$ cat src/rtl/wpe_pkg.sv
package wpe_pkg;
   typedef enum logic [1:0] {
      MODE_CONV = 2'b00,
      MODE_PX   = 2'b01,
      MODE_PXE  = 2'b10,
      MODE_PXR  = 2'b11
   } bus_mode_e;

   localparam int CLR_W   = 3;
   localparam int CLR_DET = 0;
   localparam int CLR_INT = 1;
   localparam int CLR_ECC = 2;
endpackage

$ cat src/rtl/wpe_parity_check.sv
module wpe_parity_check #(
   parameter int DATA_W = 32,
   parameter int BE_W   = 4,
   parameter int ADDR_W = 32,
   parameter int ATTR_W = 8
) (
   input  logic              clk,
   input  logic              rst_n,
   input  logic              phase_vld_i,
   input  logic              wr_i,
   input  logic [DATA_W-1:0] ad_i,
   input  logic [BE_W-1:0]   be_i,
   input  logic              par_i,
   input  logic [ADDR_W-1:0] addr_i,
   input  logic [ATTR_W-1:0] attr_i,
   output logic              err_o,
   output logic [ADDR_W-1:0] err_addr_o,
   output logic [ATTR_W-1:0] err_attr_o
);
   logic              wr_vld_q;
   logic              lane_x_q;
   logic [ADDR_W-1:0] addr_q;
   logic [ATTR_W-1:0] attr_q;

   // stage 1: fold lanes and enables; parity arrives one clock later
   always_ff @(posedge clk or negedge rst_n) begin
      if (!rst_n) begin
         wr_vld_q <= 1'b0;
         lane_x_q <= 1'b0;
         addr_q   <= '0;
         attr_q   <= '0;
      end else begin
         wr_vld_q <= phase_vld_i & wr_i;
         if (phase_vld_i) begin
            lane_x_q <= ^{ad_i, be_i};
            addr_q   <= addr_i;
            attr_q   <= attr_i;
         end
      end
   end

   assign err_o      = wr_vld_q & (lane_x_q ^ par_i);
   assign err_addr_o = addr_q;
   assign err_attr_o = attr_q;

   p_err_from_write_r9 : assert property (@(posedge clk) disable iff (!rst_n)
      err_o |-> $past(phase_vld_i & wr_i));
endmodule

$ cat src/rtl/wpe_strobe_delay.sv
module wpe_strobe_delay
   import wpe_pkg::*;
#(
   parameter int CONV_DLY = 2,
   parameter int PX_DLY   = 3
) (
   input  logic      clk,
   input  logic      rst_n,
   input  logic      fire_i,
   input  bus_mode_e mode_i,
   output logic      perr_n_o
);
   localparam int TAPS     = PX_DLY - 1;
   localparam int CONV_TAP = CONV_DLY - 2;
   localparam int PX_TAP   = PX_DLY - 2;

   logic [TAPS-1:0] sh_q;
   bus_mode_e       mode_q;
   logic            chg;
   logic            tap;

   assign chg = (mode_i != mode_q);

   always_ff @(posedge clk or negedge rst_n) begin
      if (!rst_n) mode_q <= MODE_CONV;
      else        mode_q <= mode_i;
   end

   generate
      for (genvar g = 0; g < TAPS; g++) begin : g_stage
         always_ff @(posedge clk or negedge rst_n) begin
            if (!rst_n)   sh_q[g] <= 1'b0;
            else if (chg) sh_q[g] <= 1'b0;
            else          sh_q[g] <= (g == 0) ? fire_i : sh_q[(g == 0) ? 0 : g-1];
         end
      end
   endgenerate

   assign tap      = (mode_i == MODE_CONV) ? sh_q[CONV_TAP] : sh_q[PX_TAP];
   assign perr_n_o = ~(tap & ~chg);

   p_quiet_on_switch_r10 : assert property (@(posedge clk) disable iff (!rst_n)
      (mode_i != $past(mode_i)) |-> perr_n_o);

   generate
      if (CONV_DLY == 2) begin : g_chk_conv
         p_conv_delay_r2 : assert property (@(posedge clk) disable iff (!rst_n)
            (fire_i && mode_i == MODE_CONV && !chg) |=>
               (!perr_n_o || mode_i != $past(mode_i)));
      end
      if (PX_DLY == 3) begin : g_chk_px
         p_px_delay_r3 : assert property (@(posedge clk) disable iff (!rst_n)
            ($past(fire_i, 2) && mode_i != MODE_CONV && $past(mode_i) == mode_i &&
             $past(mode_i, 2) == mode_i && $past(mode_i, 3) == mode_i) |-> !perr_n_o);
      end
   endgenerate
endmodule

$ cat src/rtl/wpe_status_log.sv
module wpe_status_log
   import wpe_pkg::*;
#(
   parameter int  ADDR_W = 32,
   parameter int  ATTR_W = 8,
   parameter bit  ECC_EN = 1'b1
) (
   input  logic              clk,
   input  logic              rst_n,
   input  logic              err_i,
   input  bus_mode_e         mode_i,
   input  logic              mask_i,
   input  logic [CLR_W-1:0]  clr_i,
   input  logic [ADDR_W-1:0] cap_addr_i,
   input  logic [ATTR_W-1:0] cap_attr_i,
   output logic              det_o,
   output logic              irq_o,
   output logic              ecc_vld_o,
   output logic [ADDR_W-1:0] ecc_addr_o,
   output logic [ATTR_W-1:0] ecc_attr_o
);
   logic det_q, irq_q;

   always_ff @(posedge clk or negedge rst_n) begin
      if (!rst_n) begin
         det_q <= 1'b0;
         irq_q <= 1'b0;
      end else begin
         if (err_i)                 det_q <= 1'b1;
         else if (clr_i[CLR_DET])   det_q <= 1'b0;
         if (err_i && !mask_i)      irq_q <= 1'b1;
         else if (clr_i[CLR_INT])   irq_q <= 1'b0;
      end
   end

   assign det_o = det_q;
   assign irq_o = irq_q;

   generate
      if (ECC_EN) begin : g_ecc
         logic              vld_q;
         logic [ADDR_W-1:0] addr_q;
         logic [ATTR_W-1:0] attr_q;
         logic              take;

         assign take = err_i && (mode_i == MODE_PXE) && (!vld_q || clr_i[CLR_ECC]);

         always_ff @(posedge clk or negedge rst_n) begin
            if (!rst_n) begin
               vld_q  <= 1'b0;
               addr_q <= '0;
               attr_q <= '0;
            end else if (take) begin
               vld_q  <= 1'b1;
               addr_q <= cap_addr_i;
               attr_q <= cap_attr_i;
            end else if (clr_i[CLR_ECC]) begin
               vld_q  <= 1'b0;
            end
         end

         assign ecc_vld_o  = vld_q;
         assign ecc_addr_o = addr_q;
         assign ecc_attr_o = attr_q;

         p_first_capture_held_r8 : assert property (@(posedge clk) disable iff (!rst_n)
            (vld_q && !clr_i[CLR_ECC]) |=> ($stable(ecc_addr_o) && $stable(ecc_attr_o)));
      end else begin : g_no_ecc
         assign ecc_vld_o  = 1'b0;
         assign ecc_addr_o = '0;
         assign ecc_attr_o = '0;
      end
   endgenerate

   p_det_sticky_r5 : assert property (@(posedge clk) disable iff (!rst_n)
      err_i |=> det_o);
   p_irq_set_r6 : assert property (@(posedge clk) disable iff (!rst_n)
      (err_i && !mask_i) |=> irq_o);
   p_irq_masked_r6 : assert property (@(posedge clk) disable iff (!rst_n)
      ((!err_i || mask_i) && !clr_i[CLR_INT]) |=> $stable(irq_o));
endmodule

$ cat src/rtl/wr_parity_err_reporter.sv
module wr_parity_err_reporter
   import wpe_pkg::*;
#(
   parameter int DATA_W   = 32,
   parameter int BE_W     = 4,
   parameter int ADDR_W   = 32,
   parameter int ATTR_W   = 8,
   parameter int CONV_DLY = 2,
   parameter int PX_DLY   = 3,
   parameter bit ECC_EN   = 1'b1
) (
   input  logic              clk,
   input  logic              rst_n,
   input  logic [DATA_W-1:0] ad_i,
   input  logic [BE_W-1:0]   be_i,
   input  logic              par_i,
   input  logic              phase_vld_i,
   input  logic              wr_i,
   input  logic              queue_full_i,
   input  logic [ADDR_W-1:0] addr_i,
   input  logic [ATTR_W-1:0] attr_i,
   input  logic [1:0]        mode_i,
   input  logic              resp_en_i,
   input  logic              int_mask_i,
   input  logic [2:0]        w1c_i,
   output logic              accept_o,
   output logic              perr_n_o,
   output logic              det_perr_o,
   output logic              int_perr_o,
   output logic              ecc_vld_o,
   output logic [ADDR_W-1:0] ecc_addr_o,
   output logic [ATTR_W-1:0] ecc_attr_o
);
   generate
      if (DATA_W < 1 || BE_W < 1 || ADDR_W < 1 || ATTR_W < 1) begin : g_bad_width
         $error("wr_parity_err_reporter: widths must be positive");
      end
      if (CONV_DLY < 2 || PX_DLY <= CONV_DLY) begin : g_bad_delay
         $error("wr_parity_err_reporter: need 2 <= CONV_DLY < PX_DLY");
      end
   endgenerate

   bus_mode_e         mode_e;
   logic              err;
   logic              fire;
   logic [ADDR_W-1:0] err_addr;
   logic [ATTR_W-1:0] err_attr;

   assign mode_e   = bus_mode_e'(mode_i);
   assign accept_o = phase_vld_i & ~queue_full_i;
   assign fire     = err & resp_en_i;

   wpe_parity_check #(
      .DATA_W (DATA_W), .BE_W (BE_W), .ADDR_W (ADDR_W), .ATTR_W (ATTR_W)
   ) u_check (
      .clk         (clk),
      .rst_n       (rst_n),
      .phase_vld_i (phase_vld_i),
      .wr_i        (wr_i),
      .ad_i        (ad_i),
      .be_i        (be_i),
      .par_i       (par_i),
      .addr_i      (addr_i),
      .attr_i      (attr_i),
      .err_o       (err),
      .err_addr_o  (err_addr),
      .err_attr_o  (err_attr)
   );

   wpe_strobe_delay #(
      .CONV_DLY (CONV_DLY), .PX_DLY (PX_DLY)
   ) u_strobe (
      .clk      (clk),
      .rst_n    (rst_n),
      .fire_i   (fire),
      .mode_i   (mode_e),
      .perr_n_o (perr_n_o)
   );

   wpe_status_log #(
      .ADDR_W (ADDR_W), .ATTR_W (ATTR_W), .ECC_EN (ECC_EN)
   ) u_log (
      .clk        (clk),
      .rst_n      (rst_n),
      .err_i      (err),
      .mode_i     (mode_e),
      .mask_i     (int_mask_i),
      .clr_i      (w1c_i),
      .cap_addr_i (err_addr),
      .cap_attr_i (err_attr),
      .det_o      (det_perr_o),
      .irq_o      (int_perr_o),
      .ecc_vld_o  (ecc_vld_o),
      .ecc_addr_o (ecc_addr_o),
      .ecc_attr_o (ecc_attr_o)
   );

   p_accept_unblocked_r1 : assert property (@(posedge clk) disable iff (!rst_n)
      (phase_vld_i && !queue_full_i) |-> accept_o);
   p_reset_quiet_r11 : assert property (@(posedge clk)
      !rst_n |-> (perr_n_o && !det_perr_o && !int_perr_o && !ecc_vld_o));
endmodule

$ cat config.mk
export PLATFORM = sky130hd
export DESIGN_NAME = wr_parity_err_reporter
export DESIGN_NICKNAME = d
export VERILOG_FILES = /design/src/rtl/wpe_pkg.sv /design/src/rtl/wpe_parity_check.sv /design/src/rtl/wpe_strobe_delay.sv /design/src/rtl/wpe_status_log.sv /design/src/rtl/wr_parity_err_reporter.sv
export SDC_FILE = /design/constraint.sdc
export NUM_CORES = 1
export LEC_CHECK = 0
export ABC_AREA = 1
export BUFFER_PORTS_ARGS = -buffer_cell sky130_fd_sc_hd__buf_2
export CAP_MARGIN = 10
export CELL_PAD_IN_SITES_DETAIL_PLACEMENT = 1
export CELL_PAD_IN_SITES_GLOBAL_PLACEMENT = 2
export CORE_MARGIN = 2
export CORE_UTILIZATION = 30
export DETAILED_ROUTE_END_ITERATION = 8
export PLACE_DENSITY = 0.91
export SYNTH_ARGS = -nofsm -noshare
export SYNTH_HDL_FRONTEND = slang
export SYNTH_SLANG_ARGS = --single-unit
$ cat constraint.sdc
create_clock -name clk -period 1.9 [get_ports clk]
set_input_delay 0.57 -clock clk [delete_from_list [all_inputs] [get_ports clk]]
set_output_delay 0.57 -clock clk [all_outputs]
set_load 0.005 [all_outputs]
# Yosys cells after proc, flatten, opt, wreduce, memory -nomap -nowiden
# Cells that the tools add are included.
# word_totals
word_cells,43
out_inout_bits,45
regBits,89
# op_classes
n_reduce_logical,11
n_bitwise,9
mux,9
eq_ne,2
# op_table
operator,count
$reduce_xor 36->1,1
$mux 1,9
$reduce_bool 2->1,3
$and 1x1->1,5
$logic_and 1x1->1,3
$not 1->1,3
$eq 2x2->1 const B,1
$logic_not 1->1,2
$logic_not 2->1,1
$ne 2x2->1,1
$logic_or 1x1->1,1
$xor 1x1->1,1

# Depth between registers and ports, before layout
# Gate-level depths: netlist of run 1.
# depth
ltp_word,5
depth_mapped,15
mapped_depth_nobuf,15

# Modules after synthesis
# Synthesis of run 1 repeated with hierarchy kept, for this count alone.
# unflattened
cells_unflattened,593
hier_area_um2,4324.1
# by_module_without_submodules
mod,cells_each,instances,area_per_inst_um2
wpe_parity_check,375,1,2378.5
wpe_status_log,186,1,1731.7
wpe_strobe_delay,28,1,196.4
wr_parity_err_reporter,4,1,17.5

# Worst setup path after synthesis of run 1
# Ideal clock, no wire load.
# synth_timing
kind,input port to output port
startpoint,in mode_i[0]
endpoint,out perr_n_o
t_arrival_ns,1.115
stages,4
setup_slack_ns,0.215
n_path_buf,0
cell_sequence,inv_1 or2_2 and3_1 nand2_1
# synth_via
elab_chain_len,4
# synth_lines
item,line_no,rtl
"start, declared",wr_parity_err_reporter.sv:22,"input logic [1:0] mode_i,"
$logic_not 2->1 or $ne 2x2->1 (tied branches),"wpe_strobe_delay.sv:39, wpe_strobe_delay.sv:22",
$mux 1 or $not 1->1 (tied branches),"wpe_strobe_delay.sv:39, wpe_strobe_delay.sv:40",
$and 1x1->1 (*),wpe_strobe_delay.sv:40,assign perr_n_o = ~(tap & ~chg);
$not 1->1 (*),wpe_strobe_delay.sv:40,
"end, declared",wr_parity_err_reporter.sv:27,"output logic perr_n_o,"
# Every way passes the cells marked *; elsewhere a longest branch is shown, timed or not.

# Worst setup path in the final report of run 1
# layout_timing
startpoint,in mode_i[1]
endpoint,out perr_n_o
# The elaborated chain is that of the path after synthesis.

==> results.ini, run 1 <==
[run_status]
status = complete, no violations

[route]
first_pass_iters = 4
dr_total_vias = 3879
vias_per_cell = 4.38
wirelength_um = 10700
drc = 0
postRouteAntennaNets = 0
drtIter0Drc = 149
avgRoutedWirePerCell_um = 12.1

[sta]
whs_ns = 0.179
final-hold-violation-count = 0
max_freq_ghz = 0.542
rsz0062_at_grt = no
worst_slew_margin_rel_pct = 68.4
layout_min_cycle_time_ns = 1.84
tightest_slew_ns = 0.474
fin_skew_ns = 0.00666
maxSlewViolCount = 0
setup_violations = 0
finalCritPeriodShare_pct = 97.1
final.setup.tns_ns = 0

[synth]
syn_area_um2 = 4220
synth-main-ff-cell = dfrtp_1
synth_nets = 654
ys_seq_area_share_pct = 52.7
synth_cell_types = 20
synth_cells = 565
yosys_warnings = 0
syn_area_per_cell_um2 = 7.47
synth_edf_count = 0
synth-seq-cells = 89
async_reset_ff_share_pct = 100

[finish]
nFillCells = 1716
fin_nets = 788
drive_above_1_share_pct = 27.6
final_cells = 885
area_growth_syn_to_layout_pct = 29.2

[critical_path]
path_buf_inv = 2
worstPathMaxFanout = 5
start_kind = input pin
crit_chain = buf_2, xnor2_2, and3_4, nand2_1, buf_2
worstPathRequired_ns = 1.33
critPathTopFamily = buffers and inverters
crit_top_cell = buf_2
slowest_stage = and3_4
worst_ep_arrival_time_ns = 1.27
slowest_delay_ns = 0.20
crit_type = input pin to primary output
cp-end-kind = primary output

[power_and_ir_drop]
p_per_area_nw_per_um2 = 966
leakage_nw = 3.14
vdd_ir_drop_max_mv = 0.472
power_mw = 5.27

[clock_tree]
clk_latency_ns = 0.33
clkSlewWorstSetupHoldPaths_ns = 0.07
post_cts_buffers = 0
cts_root_buf = clkbuf_16
cts_tree = yes
cts_hold_buf = 0
max-clock-path-buffers = 2
clkSinkCount = 89
htree_levels = 3
numCtsBuffers = 9

[die]
coreArea_um2 = 13800
die_h_um = 123
rows = 43
start_util_pct = 30.5
die_area_um2 = 15000
die_w_um = 123
pin_count = 134

[place]
dp_hpwl_um = 8230
dpl.cell_count = 868
portBuffers = 133
gp_congestion = 0.702

[global_routing]
grt.overflow.total = 0
antenna_found_initial = 3
grt_pass1_vias = 3946
groute.usage.overall_pct = 14.7
grt_max_degree = 83
grt_pass1_wl_um = 17700

[run]
maxCapViolCount = 0

[min_path]
holdCritPathClass = input pin to asynchronous set/reset pin

[routing by layer]
layer	up-vias	global-route usage, %	wire length [um]
li1	1964	-	-
met4	2	4.67	170
met2	76	26.2	5520
met1	1824	17.3	4490
met5	-	0	16
met3	13	3.67	502
[path summary, 6_finish.rpt]
kind	startpoint	endpoint	slack, ns	depth (start not counted)
setup / recovery	mode_i[1]	perr_n_o	0.06	5
hold / removal	rst_n	u_log.ecc_addr_o[26]	0.18	1
setup reg to reg	u_check.lane_x_q	u_log.ecc_addr_o[31]	0.45	7
hold reg to reg	u_log.ecc_attr_o[4]	u_log.ecc_attr_o[4]	0.49	2
max in group asynchronous	rst_n	u_check.err_addr_o[12]	1.13	2
min in group clk	int_mask_i	u_log.irq_o	0.42	2
[stage by stage]
stage,setup slack [ns],area (um2),util [%]
6_report,0.0557,5460,39.5
5_1_grt,0.00249,5460,39.5
4_1_cts,0.0349,5440,39.4
3_5_place_dp,0.00471,5150,37.2
3_3_place_gp,0.0244,5150,37.2
2_1_floorplan,0.215,4220,-
[cell usage in the layout (no fill, tap or decap), drive strengths merged]
master / synthesis / routed
nor2: 7 / 7
clkbuf: 15 / 9
dfrtp: 89 / 89
clkinv: 0 / 1
xor2: 2 / 2
o22ai: 1 / 1
nand2: 268 / 268
or2: 1 / 1
buf: 2 / 140
nand4: 1 / 1
o21ai: 82 / 82
clkinvlp: 0 / 3
and3: 1 / 1
diode: 0 / 1
inv: 88 / 91
xnor2: 2 / 2
o31ai: 1 / 1
nand3: 5 / 5
[synth_stat cells, types with 5 or more instances]
cell / count / area share (%)
inv_2: 11 / 0.98
inv_1: 77 / 6.8
nand2_1: 248 / 22
nand2_2: 20 / 3.0
clkbuf_1: 15 / 1.3
o21ai_1: 30 / 3.6
nor2_1: 5 / 0.44
nand3_1: 5 / 0.59
o21ai_0: 52 / 6.2
dfrtp_1: 89 / 53
[report_power, final]
group	leakage, nW	switching (mW)	internal (mW)
clock	0.132	0.773	0.911
combinational	1.89	0.638	0.515
sequential	1.12	0.179	2.25
total	3.14	1.59	3.68
[repair_timing]
item	in CTS	in global routing
pin swaps	1	1
endpoints found under the setup margin	1	1
resized for setup	2	3
[cells by family (layout without fill, tap and decap cells)]
logic type | after synthesis | in the layout | synth area share, %
other | 0 | 1 | 0
buffers and inverters | 105 | 244 | 9.45
xor gates and xnor gates | 4 | 4 | 0.830
AOI/OAI and AO/OA | 84 | 84 | 10.0
and+or+nand+nor | 283 | 283 | 26.9
DFF | 89 | 89 | 52.7
[sequential cells by signal (all words and copies together) (netlist names)]
signal              flops
u_log.ecc_attr_o        8
u_check.err_attr_o      8
u_log.ecc_vld_o         1
u_strobe.sh_q           2
u_check.lane_x_q        1
u_log.ecc_addr_o       32
u_check.wr_vld_q        1
u_log.irq_o             1
u_check.err_addr_o     32
u_log.det_o             1
u_strobe.mode_q         2
[layout make-up]
cell class,count,area [um2],area share (%)
inverters,88,330,6.05
repair buffers,140,758,13.9
well taps,180,225,4.13
flip-flops and latches,89,2230,40.8
clock buffers,9,225,4.13
diodes,1,2.50,0.0459
clock inverters,7,62.6,1.15
multi-input cells,371,1630,29.8
[worst reg2reg max path: stages (launching register included)]
cell and delay, ns:
dfrtp_1 0.39, nand2_1 0.07, nand2_1 0.05, nor2_2 0.24, nand4_4 0.13, buf_12 0.23, nand2_1 0.13, o21ai_0 0.09
(Power assumes the default switching activity.)
==> run 2, diff against run 1 <==
Settings changed: ABC_AREA 1 to not set, CORE_UTILIZATION 30 to 35.
==> run 2 against run 1 <==
Count of clock-buffer cells in the layout up 3. Power up 6.9%. Flip-flop and latch count unchanged. Cell area fell by 13%. Register-to-register slack worse by 0.11 ns. Die area decreased by 26%. Clock skew grew 0.0034 ns. Sequential power up 12%. First-iteration DRC count down 47%. Setup slack lost 0.0035 ns. Sequential share of layout area rose by 6.1 points.
==> results.ini, run 2 <==
[run_status]
status = complete, no violations

[clock_tree]
htree_levels = 3  ; unchanged
numCtsBuffers = 9  ; unchanged
clkSlewWorstSetupHoldPaths_ns = 0.08  ; about the same
cts_tree = yes
clkSinkCount = 89  ; unchanged
cts_root_buf = clkbuf_8
clk_latency_ns = 0.35  ; +0.02 ns
max-clock-path-buffers = 2  ; unchanged

[synth]
syn_area_per_cell_um2 = 15.2  ; +100%
synth.area.top_cells = dfrtp_1, mux2_2, xnor2_1, xor2_1, xnor3_1
synth_cell_types = 21  ; +5.0%
async_reset_ff_share_pct = 100  ; unchanged
synth_top_area_cell = dfrtp_1
yosysMostFrequentCell = dfrtp_1
synth-seq-cells = 89  ; unchanged
synth_top_area_share_pct = 61.5  ; +8.7 points
ys_seq_area_share_pct = 61.5  ; +8.7 points
yosys_warnings = 0  ; unchanged
synth_nets = 328  ; -50%
synth-main-ff-cell = dfrtp_1
synth_cells = 239  ; -58%
syn_area_um2 = 3620  ; -14%
synth_edf_count = 0  ; unchanged
yosys-top-cells-count = dfrtp_1, mux2_2, xnor2_1, nand2_1, xor2_1

[die]
die_area_um2 = 11200  ; -26%
die_h_um = 106  ; -14%
start_util_pct = 35.6  ; +5.0 points
pin_count = 134  ; unchanged
coreArea_um2 = 10200  ; -26%
die_w_um = 106  ; -14%
rows = 37  ; -14%

[sta]
final-hold-violation-count = 0  ; unchanged
max_freq_ghz = 0.541  ; -0.19%
tightest_slew_ns = 0.396  ; -0.0781 ns
whs_ns = 0.137  ; -0.0422 ns
layout_min_cycle_time_ns = 1.85  ; +0.00351 ns
maxSlewViolCount = 0  ; unchanged
fin_skew_ns = 0.0101  ; +0.00343 ns
worst_slew_margin_rel_pct = 73.6  ; +5.2 points
rsz0062_at_grt = yes
final.setup.tns_ns = 0  ; unchanged
setup_violations = 0  ; unchanged
finalCritPeriodShare_pct = 97.3  ; +0.18 points

[place]
place_area_um2 = 4490  ; -13%
dpl.cell_count = 503  ; -42%
gp_congestion = 0.662  ; -5.6%
dp_hpwl_um = 5660  ; -31%
portBuffers = 133  ; unchanged

[critical_path]
worst_ep_arrival_time_ns = 1.28  ; about the same
worstPathMaxFanout = 2  ; -3
cp-end-kind = primary output
worstPathRequired_ns = 1.33  ; about the same
start_kind = flop
reg2reg_to = u_log.ecc_addr_o[5]
r2r_cells = 4  ; -3
reg2reg_slack_ns = 0.34  ; -0.11 ns
crit_type = flop to primary output
timing.rr.start = u_check.lane_x_q

[global_routing]
grt_max_degree = 49  ; -41%
grt_pass1_vias = 2672  ; -32%
groute.usage.overall_pct = 15.1  ; +0.39 points
grt_pass1_wl_um = 13100  ; -26%
grt.overflow.total = 0  ; unchanged
antenna_found_initial = 0  ; -3

[route]
wirelength_um = 7740  ; -28%
drc = 0  ; unchanged
dr_total_vias = 2367  ; -39%
first_pass_iters = 3  ; -1
vias_per_cell = 4.55  ; +3.9%
avgRoutedWirePerCell_um = 14.9  ; +23%
drtIter0Drc = 79  ; -47%
postRouteAntennaNets = 0  ; unchanged

[finish]
final_cells = 520  ; -41%
layout_common_cells = buf_2, dfrtp_1, mux2_2
fin_nets = 468  ; -41%
multi_input_area_um2 = 1370  ; -16%
regArea_um2 = 2230  ; unchanged
drive_above_1_share_pct = 61.2  ; +34 points
nFillCells = 1097  ; -36%
antenna_cells = 0  ; -1
final_common_cell = buf_2
design_area_um2 = 4740  ; -13%
area_growth_syn_to_layout_pct = 30.9

[min_path]
holdCritPathClass = input pin to asynchronous set/reset pin

[power_and_ir_drop]
power_mw = 5.63  ; +6.9%
vdd_ir_drop_max_mv = 0.519  ; +9.9%
leakage_nw = 2.26  ; -28%
p_per_area_nw_per_um2 = 1190  ; +23%

[run]
maxCapViolCount = 0  ; unchanged

run 2: cell count changes after synthesis, sizes merged, moves of 5 or more:
cell,before,now
buf,2,8
nor2,7,2
nand2,268,5
o21ai,82,1
inv,88,2
clkbuf,15,1
mux2,0,80
xnor2,2,30
run 2: final cells by class:
type	count	share of cell area [%]
Clock inverter	4	1.61
Clock buffer	12	3.06
Timing Repair Buffer	138	15.7
Tap cell	136	3.59
Multi-Input combinational cell	139	28.9
Sequential cell	89	47.0
Inverter	2	0.158
run 2: repair_timing:
action	in CTS	in global routing
hold buffers	0	0
pin swaps	2	2
resized for setup	1	3
endpoints found under the hold margin	0	0
setup endpoints to repair	1	1
buffers inserted	1	0
run 2: metal layers:
layer / vias to the layer above / wire length (um) / GRT usage (%) / share of wire, %
met2: 74 / 3960 / 26.1 / 51
met1: 1190 / 3130 / 17.7 / 40
met4: 0 / 105 / 4.89 / 1.4
met3: 11 / 543 / 5.01 / 7.0
li1: 1092 / - / - / -
met5: - / 0 / 0 / 0
run 2: per-stage QoR:
| step | util (%) | worst slack, ns |
|---|---|---|
| CTS | 46.4 | 0.0129 |
| global route | 46.6 | -0.0189 |
| finish | 46.6 | 0.0522 |
| global placement | 44.1 | -0.0371 |
| detailed placement | 44.1 | -0.103 |
| floorplan | - | 0.0134 |
run 2: kinds of logic (layout without fill, tap and decap cells):
family                    count (synthesis)  in the layout  synth area share [%]
AOI/OAI and AO/OA                         6              6                 0.897
xor gates and xnor gates                 36             36                  9.08
buffers and inverters                    11            156                  1.28
DFF                                      89             89                  61.5
muxes                                    80             80                  24.9
and+or+nand+nor                          17             17                  2.42
run 2: worst max-delay path by stage:
stage,from,slack (ns),depth (start not counted),to
floorplan,phase_vld_i,0.01,3,accept_o
global placement,ad_i[28],-0.04,7,u_check.lane_x_q
detailed placement,ad_i[28],-0.10,7,u_check.lane_x_q
CTS,u_strobe.mode_q[1],0.01,4,perr_n_o
global route,u_strobe.mode_q[1],-0.02,4,perr_n_o
finish,u_strobe.mode_q[1],0.05,4,perr_n_o
run 2: worst max-delay path, stage by stage, from the launching register on:
cell	delay, ns
dfrtp_1	0.39
xor2_1	0.17
o22ai_1	0.11
a21oi_1	0.13
buf_2	0.12
run 2: power by group:
group	switching, mW	internal [mW]
registers	0.284	2.43
logic	0.581	0.918
clock network	0.639	0.780
==> run 3, diff against run 2 <==
Settings changed: CTS_CLUSTER_SIZE set to 16.
Clock period 1.9 ns to 2.3 ns, I/O delays scaled along.
==> run 3 against run 2 <==
Clock skew rose by 0.0018 ns. Clock power decreased by 19%. Non-clock buffer count unchanged. Combinational power down 17%. Cell area decreased by 0.84%. Flip-flop and latch count stayed put. Final cell count is 0.19% lower. Utilization fell by 0.39 points. Critical path type is now input pin to primary output.
==> results.ini, run 3 (synthesis results as in run 2) <==
[run_status]
status = complete, no violations

[sta]
finalCritPeriodShare_pct = 93.5
max_freq_ghz = 0.465
layout_min_cycle_time_ns = 2.15
final-hold-violation-count = 0  ; unchanged
worst_slew_margin_rel_pct = 74.8  ; +1.2 points
tightest_slew_ns = 0.378  ; -0.0185 ns
maxSlewViolCount = 0  ; unchanged
rsz0062_at_grt = no
final.setup.tns_ns = 0  ; unchanged
fin_skew_ns = 0.0119  ; +0.00181 ns
finalWorstSetupSlack_ns = 0.149  ; +0.0965 ns
whs_ns = 0.228  ; +0.0919 ns
setup_violations = 0  ; unchanged

[route]
first_pass_iters = 2  ; -1
dr_total_vias = 2370  ; +0.13%
drtIter0Drc = 46  ; -42%
drc = 0  ; unchanged
vias_per_cell = 4.57  ; +0.32%
postRouteAntennaNets = 0  ; unchanged
avgRoutedWirePerCell_um = 14.7  ; -0.97%
wirelength_um = 7650  ; -1.2%

[die]
start_util_pct = 35.6  ; unchanged
pin_count = 134  ; unchanged
rows = 37  ; unchanged
die_h_um = 106  ; unchanged
die_w_um = 106  ; unchanged
die_area_um2 = 11200  ; unchanged
coreArea_um2 = 10200  ; unchanged

[finish]
drive_above_1_share_pct = 61.1  ; -0.10 points
layout_common_cells = buf_2, dfrtp_1, mux2_2
multi_input_area_um2 = 1350  ; -1.6%
fin_nets = 468  ; unchanged
regArea_um2 = 2230  ; unchanged
antenna_cells = 0  ; unchanged
area_growth_syn_to_layout_pct = 29.8
final_cells = 519  ; -0.19%
final_common_cell = buf_2
nFillCells = 1102  ; +0.46%

[critical_path]
critPathTopFamily = simple AND/OR/NAND/NOR gates
crit_chain = buf_2, nor2b_1, nand2_1, o22ai_1, a21oi_1, buf_2
crit_type = input pin to primary output
crit_top_cell = buf_2
worst_ep_arrival_time_ns = 1.46  ; +0.18 ns
slowest_stage = nor2b_1
path_buf_inv = 2  ; +1
crit_cells = 6  ; +2
slowest_delay_ns = 0.22  ; -0.17 ns
start_kind = input pin
r2r_cells = 4  ; unchanged
cp-end-kind = primary output
worstPathMaxFanout = 4  ; +2
worstPathRequired_ns = 1.61  ; +0.28 ns

[power_and_ir_drop]
power_mw = 4.62  ; -18%
leakage_nw = 2.24  ; -0.74%
p_per_area_nw_per_um2 = 982  ; -17%
vdd_ir_drop_max_mv = 0.382  ; -26%

[clock_tree]
cts_hold_buf = 0  ; unchanged
cts-resized-gates = 0  ; -1
clk_latency_ns = 0.36  ; about the same
cts_root_buf = clkbuf_8
clkSinkCount = 89  ; unchanged
cts_tree = yes
htree_levels = 3  ; unchanged
max-clock-path-buffers = 2  ; unchanged
clkSlewWorstSetupHoldPaths_ns = 0.09  ; about the same
post_cts_buffers = 0  ; -1
numCtsBuffers = 9  ; unchanged

[place]
pre_cts_ws_ns = 0.134  ; +0.237 ns
dpl.cell_count = 504  ; +0.20%
portBuffers = 133  ; unchanged
dp_hpwl_um = 5790  ; +2.3%
gp_congestion = 0.718  ; +8.3%

[min_path]
holdCritPathClass = input pin to asynchronous set/reset pin

[global_routing]
antenna_found_initial = 0  ; unchanged
grt_pass1_vias = 2602  ; -2.6%
grt_max_degree = 49  ; unchanged
grt_pass1_wl_um = 12800  ; -2.0%
groute.usage.overall_pct = 14.7  ; -0.35 points
grt.overflow.total = 0  ; unchanged

[run]
maxCapViolCount = 0  ; unchanged

## run 3: worst paths after layout
kind                                        from                    end  slack [ns]
setup / recovery                       mode_i[1]               perr_n_o        0.15
hold / removal                             rst_n  u_check.err_addr_o[3]        0.23
setup reg to reg                u_check.lane_x_q   u_log.ecc_addr_o[15]        0.75
hold reg to reg            u_check.err_attr_o[3]    u_log.ecc_attr_o[3]        0.50
max in group asynchronous                  rst_n   u_log.ecc_addr_o[14]        1.50
min in group clk                       mode_i[1]     u_strobe.mode_q[1]        0.48
## run 3: power breakdown
group / internal [mW] / switching (mW) / total [mW]
clock network: 0.611 / 0.542 / 1.15
registers: 2.01 / 0.220 / 2.23
logic: 0.755 / 0.480 / 1.24
total: 3.37 / 1.24 / 4.62
## run 3: area by class of cell
| cell class | count | share of cell area (%) |
|---|---|---|
| Tap cell | 136 | 3.62 |
| Clock inverter | 6 | 1.97 |
| Inverter | 2 | 0.160 |
| Multi-Input combinational cell | 139 | 28.7 |
| Sequential cell | 89 | 47.4 |
| Clock buffer | 9 | 2.63 |
| Timing Repair Buffer | 138 | 15.5 |
## run 3: layer usage
metal	global-route usage (%)	wire length (um)	part of all wire (%)	vias to the layer above
li1	-	-	-	1097
met1	17.3	3000	39	1186
met2	25.1	3980	52	77
met3	5.69	570	7.5	10
met4	4.23	100	1.3	0
met5	0	0	0	-
## run 3: metrics by stage
step           util (%)  cell area [um2]
4_1_cts            46.2             4700
3_5_place_dp       44.0             4490
3_3_place_gp       44.0             4490
5_1_grt            46.2             4700
6_report           46.2             4700
2_1_floorplan         -             3620
